===== src/rtl/auto_sleep_ctl.sv =====
module auto_sleep_ctl #(
  parameter int unsigned CLK_HZ  = 100_000_000,
  parameter int unsigned IDLE_US = 5000,
  parameter int unsigned WAKE_US = 2500,
  parameter int unsigned DLY_W   = 32
) (
  input  logic             clk,
  input  logic             rst_n,
  input  logic             cmd_issue,
  input  logic             cmd_done,
  input  logic             dly_we,
  input  logic [DLY_W-1:0] dly_wdata,
  output logic             sleep_flag,
  output logic             wake_req,
  output logic             wake_busy
);

  localparam logic [63:0] IDLE_CYC64 = (64'(CLK_HZ) * 64'(IDLE_US)) / 64'd1_000_000;
  localparam logic [63:0] WAKE_CYC64 = (64'(CLK_HZ) * 64'(WAKE_US)) / 64'd1_000_000;
  localparam int unsigned WAKE_CYC = int'(WAKE_CYC64);
  localparam int unsigned WK_W     = $clog2(WAKE_CYC + 2);
  localparam logic [DLY_W-1:0] DEF_IDLE = DLY_W'(IDLE_CYC64);
  localparam logic [WK_W-1:0]  WK_LOAD  = WK_W'(WAKE_CYC);

  logic [DLY_W-1:0] dly_q;
  logic [DLY_W-1:0] idle_cnt;
  logic [WK_W-1:0]  wk_cnt;
  logic             armed;
  logic             expire;

  assign expire    = armed && !sleep_flag &&
                     ({1'b0, idle_cnt} + 1'b1 >= {1'b0, dly_q});
  assign wake_req  = cmd_issue && sleep_flag;
  assign wake_busy = (wk_cnt != '0);

  always_ff @(posedge clk) begin
    if (!rst_n) dly_q <= DEF_IDLE;
    else if (dly_we) dly_q <= dly_wdata;
  end

  always_ff @(posedge clk) begin
    if (!rst_n) begin
      armed      <= 1'b0;
      idle_cnt   <= '0;
      sleep_flag <= 1'b0;
    end else if (cmd_issue) begin
      armed      <= 1'b0;
      idle_cnt   <= '0;
      sleep_flag <= 1'b0;
    end else if (cmd_done) begin
      armed      <= 1'b1;
      idle_cnt   <= '0;
    end else if (expire) begin
      armed      <= 1'b0;
      idle_cnt   <= '0;
      sleep_flag <= 1'b1;
    end else if (armed) begin
      idle_cnt   <= idle_cnt + 1'b1;
    end
  end

  always_ff @(posedge clk) begin
    if (!rst_n) wk_cnt <= '0;
    else if (wake_req) wk_cnt <= WK_LOAD;
    else if (wk_cnt != '0) wk_cnt <= wk_cnt - 1'b1;
  end

  AST_WAKE_ONE_CYCLE: assert property (@(posedge clk) disable iff (!rst_n)
    wake_req |=> !wake_req) else $error("wake_req wider than one cycle");
  AST_CMD_LEAVES_SLEEP: assert property (@(posedge clk) disable iff (!rst_n)
    cmd_issue |=> !sleep_flag) else $error("asleep after command");
  AST_BUSY_AFTER_WAKE: assert property (@(posedge clk) disable iff (!rst_n)
    wake_req |=> wake_busy) else $error("no busy after wake");
  AST_SLEEP_NEEDS_QUIET: assert property (@(posedge clk) disable iff (!rst_n)
    $rose(sleep_flag) |-> $past(!cmd_issue && armed)) else $error("sleep without countdown");
  AST_NO_WAKE_AWAKE: assert property (@(posedge clk) disable iff (!rst_n)
    !sleep_flag |-> !wake_req) else $error("wake pulse while awake");

endmodule


===== config.mk =====
export PLATFORM = sky130hd
export DESIGN_NAME = auto_sleep_ctl
export DESIGN_NICKNAME = d
export VERILOG_FILES = /design/src/rtl/auto_sleep_ctl.sv
export SDC_FILE = /design/constraint.sdc
export NUM_CORES = 1
export LEC_CHECK = 0
export BUFFER_PORTS_ARGS = -buffer_cell sky130_fd_sc_hd__buf_2
export CAP_MARGIN = 20
export CORE_MARGIN = 5
export CORE_UTILIZATION = 35
export CTS_CLUSTER_DIAMETER = 50
export DETAILED_ROUTE_END_ITERATION = 6
export GPL_TIMING_DRIVEN = 0
export PLACE_DENSITY = 0.54
export REMOVE_ABC_BUFFERS = 1
export SKIP_LAST_GASP = 1
export SYNTH_ARGS = -nofsm -noshare
export SYNTH_HDL_FRONTEND = slang
export SYNTH_SLANG_ARGS = --single-unit

===== constraint.sdc =====
create_clock -name clk -period 3.8 [get_ports clk]
set_input_delay 0.76 -clock clk [delete_from_list [all_inputs] [get_ports clk]]
set_output_delay 0.76 -clock clk [all_outputs]
set_load 0.05 [all_outputs]

==> reports/qor.yml <==
cts.sinks: 84
slew_headroom: 0.308
fin_skew_ns: 0.00637
mostFrequentLayoutCells: "76 x dfxtp_1, 62 x nor2_1, 41 x nand2_1, 40 x inv_1, 39 x buf_2"
worstRegToRegCells: 13
synth_edf_count: 0
fin_nets: 666
groute.usage.overall: 0.137
netlist_instances: 564
drt-initial-drc-count: 195
power.density_nw_per_um2: 425
first_pass_iters: 5
core_sq_um: 13800
fillCellCount: 1395
place_ws_ns: -0.860
place.port_buffers: 39
die_height_um: 128
fin_crit_sh: 0.965
end_kind: "register"
start_util: 0.355
grt_max_degree: 40
h-tree-depth: 3
hold_path.class: "reg2reg"
die_width_um: 128
clk_latency_ns: 0.34
max_freq_mhz: 273
postRouteAntennaNets: 0
routed_wl_um: 11000
worst_slew_pin_slew_ns: 1.04
finalHoldViolCount: 0
async_reset_ff_frac: 0
ys_ff_latch: 84
row_count: 43
cts_tree: "done"
worst-setup-path-type: "reg2reg"
yosysWarnings: 0
rsz0062_at_grt: "yes"
multi_input_area_sq_um: 2990
critPathArrivalTime_ns: 3.86
drc_errors: 0
grt_pass1_wl_um: 18200
cp_max_fo: 8
synth-seq-area-share: 0.343
dieArea_sq_um: 16500
clockBufferDepth: 2
final_common_cell: "dfxtp_1"
drt-wirelength-per-cell_um: 14.1
viasPerCell: 5.05
final_layout_size_suffix_gt1_frac: 0.172
cp_data_required_time_ns: 4.00
syn_area_sq_um: 4910
first_global_vias: 3909
area_growth_pct: 13.4
grt_overflow: 0
power_w: 0.00236
cts.hold.buffers_added: 0
diodes: 0
synth_cell_type_count: 51
whs_ns: 0.482
critPathLaunchType: "register"
layout_min_cycle_time_ns: 3.67
finalSetupViolations: 0
yosys_most_used_dff: "dfxtp_1"
cts_root_buf: "clkbuf_16"
antenna_found_initial: 0
cts_buffers: 9
drv_cap: 0
whs_path_depth: 2
slew_viol_final: 0
status: "finished, final reports clean"
p_leak_nw: 2.28
syn_avg_cell_area_sq_um: 8.70
ios: 40
seq_area_sq_um: 1690
dp_hpwl_um: 7640
vias: 3931
gp_routability_congestion: 0.844
vdd_drop_max_mv: 0.240
fin_ws_ns: 0.134
clk_pin_slew_worst_paths_ns: 0.06
## logic make-up (layout without fill, tap and decap cells)
logic type | Yosys count | after routing | share of synthesized area
AOI/OAI and AO/OA | 52 | 54 | 0.0691
xor gates and xnor gates | 72 | 72 | 0.129
adders and majority gates | 34 | 34 | 0.0867
buffers and inverters | 68 | 101 | 0.0645
DFF | 84 | 84 | 0.343
muxes | 27 | 27 | 0.0551
and+or+nand+nor | 227 | 227 | 0.253
## worst paths after layout
kind / slack (ns) / start / end
worst max-delay path: 0.13 / idle_cnt[9] / idle_cnt[4]
worst min-delay path: 0.48 / wk_cnt[6] / wk_cnt[6]
worst max register to register: 0.13 / idle_cnt[9] / idle_cnt[4]
worst min register to register: 0.48 / wk_cnt[6] / wk_cnt[6]
## power by group
group          internal (W)  total (W)  switching (W)
logic              0.000228   0.000534       0.000306
registers          0.000967    0.00104      0.0000712
clock network      0.000435   0.000790       0.000355
total               0.00163    0.00236       0.000732
## critical path, stage by stage (launching register included)
cell and delay, ns:
dfxtp_1 0.45, and4_1 0.33, nand2_2 0.16, nor2_1 0.31, nand2_1 0.11, xnor2_1 0.14
ha_1 0.30, nand4_1 0.17, nor4_2 0.43, o21ai_0 0.27, a31oi_2 0.25, buf_4 0.18
o41a_2 0.32, nor3_2 0.08
## cell usage after synthesis (4+ instances only)
cell	instances	area (sq um)
ha_1	34	425
nand3_1	25	125
nor3_2	17	170
o21ai_0	8	40.0
nand4_1	16	100
or4_1	6	45.0
inv_1	40	150
nor2_1	62	233
o211ai_1	8	60.1
a21oi_1	18	90.1
and4_1	5	43.8
buf_2	4	20.0
nor2b_1	4	25.0
a21boi_0	5	37.5
nand2_1	41	154
dfxtp_1	84	1680
xnor2_1	38	333
and3_1	4	25.0
nor4_1	7	43.8
or3_1	4	25.0
clkbuf_1	15	56.3
mux2i_1	27	270
xor2_1	34	298
nor3_1	21	105
## area by class of cell
class / instances / share of cell area
repair buffers: 45 / 0.0432
clock buffers: 10 / 0.0412
multi-input cells: 414 / 0.538
inverters: 41 / 0.0277
well taps: 180 / 0.0405
clock inverters: 5 / 0.00540
flip-flops and latches: 84 / 0.304
## state kept, by name, summed over array words and instances, names as in the netlist
register / flops
armed: 1
dly_q: 32
sleep_flag: 1
wk_cnt: 18
idle_cnt: 32
## layer usage
layer | vias up | track usage | wire length, um
met4 | 0 | 0.0468 | 179
met1 | 1862 | 0.165 | 5120
met3 | 18 | 0.0428 | 369
li1 | 2006 | - | -
met5 | - | 0 | 0
met2 | 45 | 0.231 | 5310
## repair_timing
action | CTS | global route
endpoints found under the setup margin | 34 | 34
gates resized for setup | 12 | 9
buffers inserted | 5 | 1
pin swaps | 4 | 3
cloned | 1 | 1
## through the flow
step / utilization / setup TNS, ns / cells / cell area [sq um]
6_report: 0.402 / 0 / 779 / 5560
5_1_grt: 0.402 / -0.620 / 779 / 5560
4_1_cts: 0.398 / 0 / 777 / 5510
3_5_place_dp: 0.374 / -27.99 / 756 / 5160
3_3_place_gp: 0.374 / -21.91 / 756 / 5160
2_1_floorplan: - / 0 / 537 / 4740
(Power assumes the default switching activity.)
